File: src/rtl/sram_wr_pkg.sv
package sram_wr_pkg;

    // Sequencer states; order is not decoded anywhere outside the sequencer.
    typedef enum logic [2:0] {
        ST_IDLE  = 3'd0,
        ST_SETUP = 3'd1,
        ST_PULSE = 3'd2,
        ST_HOLD  = 3'd3,
        ST_PAD   = 3'd4,
        ST_ACK   = 3'd5
    } wr_state_e;

    // Memory minimum times in picoseconds, index 0 = fast grade, 1 = slow grade.
    localparam int unsigned T_CYCLE_PS  [2] = '{25000, 35000};
    localparam int unsigned T_WEPULSE_PS[2] = '{18000, 30000};
    localparam int unsigned T_ADDRLEAD_PS[2] = '{15000, 25000};
    localparam int unsigned T_SELLEAD_PS[2] = '{18000, 25000};
    localparam int unsigned T_DATALEAD_PS[2] = '{12000, 15000};
    localparam int unsigned T_BUSOFF_PS [2] = '{12000, 20000};

    // Fixed phase lengths: address may change with the select edge, hold of one clock.
    localparam int unsigned SETUP_CYCLES = 1;
    localparam int unsigned HOLD_CYCLES  = 1;

    // Whole clocks covering a time, never less than one.
    function automatic int unsigned span_cycles(input int unsigned t_ps,
                                                input int unsigned clk_ps);
        int unsigned n;
        n = (t_ps + clk_ps - 1) / clk_ps;
        if (n == 0) n = 1;
        return n;
    endfunction

    function automatic int unsigned max_u(input int unsigned a, input int unsigned b);
        return (a > b) ? a : b;
    endfunction

    // Write-enable low length in clocks for a grade, period and output-enable wiring.
    function automatic int unsigned pulse_cycles(input int unsigned grade,
                                                 input int unsigned clk_ps,
                                                 input bit oe_tied_low);
        int unsigned g;
        int unsigned p;
        int unsigned lead;
        g = (grade == 0) ? 0 : 1;
        p = max_u(span_cycles(T_WEPULSE_PS[g], clk_ps),
                  span_cycles(T_DATALEAD_PS[g], clk_ps));
        if (oe_tied_low)
            p = max_u(p, span_cycles(T_BUSOFF_PS[g] + T_DATALEAD_PS[g] + 1, clk_ps));
        lead = max_u(span_cycles(T_ADDRLEAD_PS[g], clk_ps),
                     span_cycles(T_SELLEAD_PS[g], clk_ps));
        if (p + SETUP_CYCLES < lead) p = lead - SETUP_CYCLES;
        return p;
    endfunction

    // Deselected padding clocks needed to reach the full write cycle time.
    function automatic int unsigned pad_cycles(input int unsigned grade,
                                               input int unsigned clk_ps,
                                               input bit oe_tied_low);
        int unsigned g;
        int unsigned used;
        int unsigned need;
        g = (grade == 0) ? 0 : 1;
        used = SETUP_CYCLES + pulse_cycles(grade, clk_ps, oe_tied_low) + HOLD_CYCLES;
        need = span_cycles(T_CYCLE_PS[g], clk_ps);
        return (need > used) ? need - used : 0;
    endfunction

endpackage

File: src/rtl/sram_wr_phase_timer.sv
// Phase timer: a down counter that is loaded with (length - 1) when the
// sequencer enters a phase and reports expiry when it reaches zero.
// Assumes load is asserted only on the clock a new phase is entered.
module sram_wr_phase_timer #(
    parameter int CNT_W = 4
) (
    input  logic             clk,
    input  logic             rst_n,
    input  logic             load,
    input  logic [CNT_W-1:0] load_val,
    output logic             expired
);

    logic [CNT_W-1:0] cnt_q;

    // Count down the remaining clocks of the current phase.
    always_ff @(posedge clk) begin
        if (!rst_n)
            cnt_q <= '0;
        else if (load)
            cnt_q <= load_val;
        else if (cnt_q != '0)
            cnt_q <= cnt_q - 1'b1;
    end

    assign expired = (cnt_q == '0);

endmodule

File: src/rtl/sram_wr_seq.sv
// Write sequencer: walks idle -> setup -> pulse -> hold -> (pad) -> ack,
// or idle -> ack directly when no byte lane is enabled. Phase lengths are
// parameters; the phase timer tells it when a phase is over.
// Assumes wr_req is sampled only in idle, so a busy sequencer ignores it.
module sram_wr_seq
    import sram_wr_pkg::*;
#(
    parameter int SETUP_CYC = 1,
    parameter int PULSE_CYC = 5,
    parameter int HOLD_CYC  = 1,
    parameter int PAD_CYC   = 0,
    parameter int CNT_W     = 4
) (
    input  logic             clk,
    input  logic             rst_n,
    input  logic             wr_req,
    input  logic [1:0]       wr_be,
    input  logic             expired,
    output wr_state_e        state_q,
    output wr_state_e        state_d,
    output logic             load,
    output logic [CNT_W-1:0] load_val
);

    localparam int SETUP_LD = (SETUP_CYC > 0) ? SETUP_CYC - 1 : 0;
    localparam int PULSE_LD = (PULSE_CYC > 0) ? PULSE_CYC - 1 : 0;
    localparam int HOLD_LD  = (HOLD_CYC  > 0) ? HOLD_CYC  - 1 : 0;
    localparam int PAD_LD   = (PAD_CYC   > 0) ? PAD_CYC   - 1 : 0;
    localparam bit HAS_PAD  = (PAD_CYC > 0);

    // Next-state decision from the current phase and timer expiry.
    always_comb begin
        state_d = state_q;
        unique case (state_q)
            ST_IDLE:  if (wr_req) state_d = (wr_be == 2'b00) ? ST_ACK : ST_SETUP;
            ST_SETUP: if (expired) state_d = ST_PULSE;
            ST_PULSE: if (expired) state_d = ST_HOLD;
            ST_HOLD:  if (expired) state_d = HAS_PAD ? ST_PAD : ST_ACK;
            ST_PAD:   if (expired) state_d = ST_ACK;
            ST_ACK:   state_d = ST_IDLE;
            default:  state_d = ST_IDLE;
        endcase
    end

    // Reload the timer with the length of whichever phase is being entered.
    always_comb begin
        load = (state_d != state_q);
        unique case (state_d)
            ST_SETUP: load_val = CNT_W'(SETUP_LD);
            ST_PULSE: load_val = CNT_W'(PULSE_LD);
            ST_HOLD:  load_val = CNT_W'(HOLD_LD);
            ST_PAD:   load_val = CNT_W'(PAD_LD);
            default:  load_val = '0;
        endcase
    end

    // State register.
    always_ff @(posedge clk) begin
        if (!rst_n)
            state_q <= ST_IDLE;
        else
            state_q <= state_d;
    end

endmodule

File: src/rtl/sram_wr_pins.sv
// Pin stage: captures the request on acceptance and registers every memory
// strobe from the sequencer's next state, so the pins change only on clock
// edges and line up with the sequencer's current state.
// Assumes DATA_W is even; the upper half is the upper byte lane.
module sram_wr_pins
    import sram_wr_pkg::*;
#(
    parameter int ADDR_W = 20,
    parameter int DATA_W = 16
) (
    input  logic              clk,
    input  logic              rst_n,
    input  wr_state_e         state_q,
    input  wr_state_e         state_d,
    input  logic [ADDR_W-1:0] wr_addr,
    input  logic [DATA_W-1:0] wr_data,
    input  logic [1:0]        wr_be,
    output logic [ADDR_W-1:0] sram_addr,
    output logic [DATA_W-1:0] sram_dq_o,
    output logic              sram_dq_oe,
    output logic              sram_cs1_n,
    output logic              sram_cs2,
    output logic              sram_we_n,
    output logic              sram_ub_n,
    output logic              sram_lb_n
);

    logic       capture;
    logic       sel_d;
    logic [1:0] be_q;
    logic [1:0] be_src;

    assign capture = (state_q == ST_IDLE) && (state_d == ST_SETUP);
    assign sel_d   = (state_d == ST_SETUP) || (state_d == ST_PULSE) || (state_d == ST_HOLD);
    assign be_src  = capture ? wr_be : be_q;

    // Hold the accepted address, data and lanes for the whole cycle.
    always_ff @(posedge clk) begin
        if (!rst_n) begin
            sram_addr <= '0;
            sram_dq_o <= '0;
            be_q      <= '0;
        end else if (capture) begin
            sram_addr <= wr_addr;
            sram_dq_o <= wr_data;
            be_q      <= wr_be;
        end
    end

    // Register strobes and bus drive from the phase being entered.
    always_ff @(posedge clk) begin
        if (!rst_n) begin
            sram_cs1_n <= 1'b1;
            sram_cs2   <= 1'b0;
            sram_we_n  <= 1'b1;
            sram_ub_n  <= 1'b1;
            sram_lb_n  <= 1'b1;
            sram_dq_oe <= 1'b0;
        end else begin
            sram_cs1_n <= ~sel_d;
            sram_cs2   <= sel_d;
            sram_we_n  <= ~(state_d == ST_PULSE);
            sram_ub_n  <= ~(sel_d & be_src[1]);
            sram_lb_n  <= ~(sel_d & be_src[0]);
            sram_dq_oe <= sel_d;
        end
    end

endmodule

File: src/rtl/sram_write_ctrl.sv
// Asynchronous SRAM write sequencer top. Derives setup, pulse, hold and
// padding clocks from the clock period, speed grade and output-enable wiring,
// then runs one timed write per acknowledged request.
// Assumes the clock period is short enough that the one-clock hold ends
// before the memory can turn its outputs on when output enable is tied low.
module sram_write_ctrl
    import sram_wr_pkg::*;
#(
    parameter int unsigned CLK_PERIOD_PS = 4000,
    parameter int unsigned SPEED_GRADE   = 0,
    parameter bit          OE_HELD_LOW   = 1'b0,
    parameter int          ADDR_W        = 20,
    parameter int          DATA_W        = 16
) (
    input  logic              clk,
    input  logic              rst_n,
    input  logic              wr_req,
    input  logic [ADDR_W-1:0] wr_addr,
    input  logic [DATA_W-1:0] wr_data,
    input  logic [1:0]        wr_be,
    output logic              wr_ack,
    output logic [ADDR_W-1:0] sram_addr,
    output logic [DATA_W-1:0] sram_dq_o,
    output logic              sram_dq_oe,
    output logic              sram_cs1_n,
    output logic              sram_cs2,
    output logic              sram_we_n,
    output logic              sram_ub_n,
    output logic              sram_lb_n,
    output logic              sram_oe_n
);

    localparam int SETUP_CYC = int'(SETUP_CYCLES);
    localparam int HOLD_CYC  = int'(HOLD_CYCLES);
    localparam int PULSE_CYC = int'(pulse_cycles(SPEED_GRADE, CLK_PERIOD_PS, OE_HELD_LOW));
    localparam int PAD_CYC   = int'(pad_cycles(SPEED_GRADE, CLK_PERIOD_PS, OE_HELD_LOW));
    localparam int MAX_PH    = (PULSE_CYC > PAD_CYC) ? PULSE_CYC : PAD_CYC;
    localparam int CNT_W     = $clog2(MAX_PH + 1) + 1;

    wr_state_e        state_q;
    wr_state_e        state_d;
    logic             tmr_load;
    logic [CNT_W-1:0] tmr_val;
    logic             tmr_expired;

    sram_wr_seq #(
        .SETUP_CYC (SETUP_CYC),
        .PULSE_CYC (PULSE_CYC),
        .HOLD_CYC  (HOLD_CYC),
        .PAD_CYC   (PAD_CYC),
        .CNT_W     (CNT_W)
    ) u_seq (
        .clk      (clk),
        .rst_n    (rst_n),
        .wr_req   (wr_req),
        .wr_be    (wr_be),
        .expired  (tmr_expired),
        .state_q  (state_q),
        .state_d  (state_d),
        .load     (tmr_load),
        .load_val (tmr_val)
    );

    sram_wr_phase_timer #(
        .CNT_W (CNT_W)
    ) u_timer (
        .clk      (clk),
        .rst_n    (rst_n),
        .load     (tmr_load),
        .load_val (tmr_val),
        .expired  (tmr_expired)
    );

    sram_wr_pins #(
        .ADDR_W (ADDR_W),
        .DATA_W (DATA_W)
    ) u_pins (
        .clk        (clk),
        .rst_n      (rst_n),
        .state_q    (state_q),
        .state_d    (state_d),
        .wr_addr    (wr_addr),
        .wr_data    (wr_data),
        .wr_be      (wr_be),
        .sram_addr  (sram_addr),
        .sram_dq_o  (sram_dq_o),
        .sram_dq_oe (sram_dq_oe),
        .sram_cs1_n (sram_cs1_n),
        .sram_cs2   (sram_cs2),
        .sram_we_n  (sram_we_n),
        .sram_ub_n  (sram_ub_n),
        .sram_lb_n  (sram_lb_n)
    );

    // Completion pulse straight from the registered state.
    assign wr_ack    = (state_q == ST_ACK);
    // Output enable follows the board option: held high unless tied low.
    assign sram_oe_n = ~OE_HELD_LOW;

endmodule

File: config.mk
export PLATFORM = sky130hd
export DESIGN_NAME = sram_write_ctrl
export DESIGN_NICKNAME = d
export VERILOG_FILES = /design/src/rtl/sram_wr_pkg.sv /design/src/rtl/sram_wr_phase_timer.sv /design/src/rtl/sram_wr_seq.sv /design/src/rtl/sram_wr_pins.sv /design/src/rtl/sram_write_ctrl.sv
export SDC_FILE = /design/constraint.sdc
export NUM_CORES = 1
export LEC_CHECK = 0
export BUFFER_PORTS_ARGS = -buffer_cell sky130_fd_sc_hd__buf_4
export CORE_ASPECT_RATIO = 1.4
export CORE_MARGIN = 1.5
export CORE_UTILIZATION = 43
export CTS_CLUSTER_SIZE = 25
export DETAILED_ROUTE_END_ITERATION = 12
export GPL_ROUTABILITY_DRIVEN = 1
export PLACE_DENSITY = 0.81
export SYNTH_ARGS = -nofsm -noshare
export SYNTH_HDL_FRONTEND = slang
export SYNTH_HIERARCHICAL = 1
export SYNTH_SLANG_ARGS = --single-unit
File: constraint.sdc
create_clock -name clk -period 2.3 [get_ports clk]
set_input_delay 0 -clock clk [delete_from_list [all_inputs] [get_ports clk]]
set_output_delay 0 -clock clk [all_outputs]
set_load 0.005 [all_outputs]
==> impl_metrics.toml <==
[outcome]
status = "finished with violations"
violations = "setup timing"

[synthesis]
ys.flop_type = "dfxtp_1"
synthArstFlopShare_pct = 0
synthCells = 234
yosysSeqAreaShare_pct = 45.6
synth_commonest_cells = "nand2_1 (78), dfxtp_1 (50), mux2i_1 (37), clkbuf_1 (8), buf_4 (5)"
yosysTopAreaCellShare_pct = 45.6
yosys_register_bits = 50
yosysWarnings = 6
yosysMostFrequentCell = "nand2_1"
synth_area_leader_cell = "dfxtp_1"
synth_edf_count = 0
synthTopCellsByArea = "dfxtp_1 (46%), mux2i_1 (17%), nand2_1 (13%)"
syn_area_um2 = 2190
yosysUniqueCellTypes = 43
avgSynthCellArea_um2 = 9.38

[timing]
relSlewSlack_pct = 65.7
fin_skew_ns = 0.00448
hold_violations = 0
setup_viol = 36
fin_ws_ns = -0.0835
fin_crit_ns = 2.38
whs_ns = 0.107
rsz0062_at_grt = "true"
clock.fmax_ghz = 0.420
fin_crit_sh_pct = 104
tightest_slew_ns = 0.515
slew_viol_final = 0

[power]
p_per_area_nw_per_um2 = 1190
peakVddDrop_mv = 0.680
p_leak_nw = 1.57

[floorplanning]
die-area_um2 = 5550
pin_count = 85
row_count = 30
chipWidth_um = 63.4
initial_core_util_pct = 45.0
die_h_um = 87.5
core_um2 = 4880

[grt]
grt_busiest_layer = "met2"
grt_use_met3_pct = 3.34
use_met2_pct = 38.9
gr-total-overflow = 0
met1_usage_pct = 20.5
grt_pass1_vias = 1990
track_usage_pct = 19.9
grt_max_degree = 56
grt_pass1_wl_um = 8760
antenna_found_initial = 0

[layout]
fill_cells = 389
diodes = 0
multiInputGateArea_um2 = 1100
area_growth_pct = 58.2
seq_area_um2 = 1000
nNetsFinal = 406
layout-drive-gt1-share_pct = 35.9

[clock_tree]
h-tree-depth = 2
clock-sinks = 50
cts_tree = "done"
clk_pin_slew_ns = 0.09
cts_buffers = 5
clock-root-buffer = "clkbuf_8"
clockBufferDepth = 2
clk_latency_ns = 0.29

[drt]
drc_errors = 0
drtPass1Iterations = 4
vias = 2035
wirelength_um = 5670
dr.first_iter.drc_count = 81
viasPerCell = 4.74
postRouteAntennaNets = 0
routedWlPerCell_um = 13.2

[setup_path]
crit_family = "simple AND/OR/NAND/NOR gates"
cp.required_ns = 2.52
start_kind = "register"
cp.depth = 10
crit_buf_inv = 2
rrSetupSlack_ns = -0.08
critPathCaptureType = "register"
arrival_ns = 2.60
ff2ff_path_depth = 10
cpMaxStageDelayCell = "or4b_4"
critPathKind = "register to register"
max_stage_delay_ns = 0.51
cp_max_fo = 8
path_cells = "inv_2, ha_4, nor3b_4, nand2b_1, o211ai_1, nand2_1, or4b_4, nor2_8, buf_12, mux2i_2"

[placement]
gp_congestion = 0.863
portBuffers = 83
dp_hpwl_um = 3330
pre_cts_ws_ns = -0.0647

[run]
cap_violations = 0

[min_path]
hp-class = "input pin to register"
min_path_cells = 4
==> registers in the layout (all words and copies together) (netlist names) <==
signal / flops
u_pins/sram_lb_n: 1
u_pins/sram_ub_n: 1
u_pins/sram_we_n: 1
u_pins/sram_cs2: 1
u_seq/state_q: 3
u_pins/sram_addr: 20
u_pins/be_q: 2
u_timer/cnt_q: 4
u_pins/sram_dq_o: 16
u_pins/sram_cs1_n: 1
==> through the flow <==
stage          setup TNS [ns]  std cells  total power, mW  utilization (%)  cell area (µm²)
6_report                -1.68        429             4.15             71.1             3470
3_3_place_gp                0        376             3.24             59.1             2890
3_5_place_dp            -1.19        376             3.30             59.1             2890
2_1_floorplan           -2.97        236             2.62                -             2220
5_1_grt                 -5.57        429             4.41             71.1             3470
4_1_cts                -0.599        427             3.99             69.6             3400
==> final cells by class <==
type	count	area share, %
timing repair buffer	139	34.0
multi-input combinational	165	31.7
sequential	50	28.9
clock buffer	6	2.38
tap	64	2.31
clock inverter	2	0.360
inverter	3	0.324
==> worst reg2reg max path: stages (launching register included) <==
cell and delay (ns):
dfxtp_2 0.34, inv_2 0.07, ha_4 0.12, nor3b_4 0.29, nand2b_1 0.15, o211ai_1 0.15
nand2_1 0.12, or4b_4 0.51, nor2_8 0.18, buf_12 0.16, mux2i_2 0.23
==> placed cells by master (no fill, tap or decap), drive strengths merged, types with 4 or more instances in the layout <==
cell / instances
o21ai: 4
buf: 102
dfxtp: 50
conb: 4
mux2i: 37
clkbuf: 7
nand2b: 4
dlygate4sd3: 36
nand2: 78
==> kinds of logic (layout without fill, tap and decap cells) <==
| logic type | count (synthesis) | after routing | synth area share [%] |
|---|---|---|---|
| AOI/OAI and AO/OA | 17 | 17 | 6.16 |
| other | 2 | 4 | 0.342 |
| muxes | 38 | 38 | 17.4 |
| buffers and inverters | 21 | 150 | 7.01 |
| DFF | 50 | 50 | 45.6 |
| adders and majority gates | 1 | 1 | 0.570 |
| xor gates and xnor gates | 2 | 2 | 0.798 |
| and+or+nand+nor | 103 | 103 | 22.1 |
==> routing by layer <==
layer  routed length [µm]  up-vias
li1                     -     1024
met1                 2120      937
met2                 3170       58
met3                  225       16
met4                  150        0
met5                    0        -
==> where the power goes <==
group	internal, mW	switching (mW)
clock network	0.242	0.278
registers	1.19	0.211
logic	1.32	0.904
total	2.75	1.39
==> worst paths after layout <==
kind	end	startpoint
min reg2reg	u_pins/sram_dq_o[6]$_SDFFE_PN0N_	u_pins/sram_dq_o[6]$_SDFFE_PN0N_
min	u_pins/sram_ub_n$_SDFF_PN1_	wr_be[1]
max reg2reg	u_pins/sram_addr[15]$_SDFFE_PN0N_	u_timer/cnt_q[0]$_SDFFE_PN0P_
max	u_pins/sram_addr[15]$_SDFFE_PN0N_	u_timer/cnt_q[0]$_SDFFE_PN0P_
==> timing repair <==
item	CTS	global route
hold buffers	36	0
setup endpoints to repair	40	40
pin swaps	0	6
resized for setup	1	8
endpoints found under the hold margin	36	0
setup buffers	7	2
cloned	0	1
(Power assumes the default switching activity.)
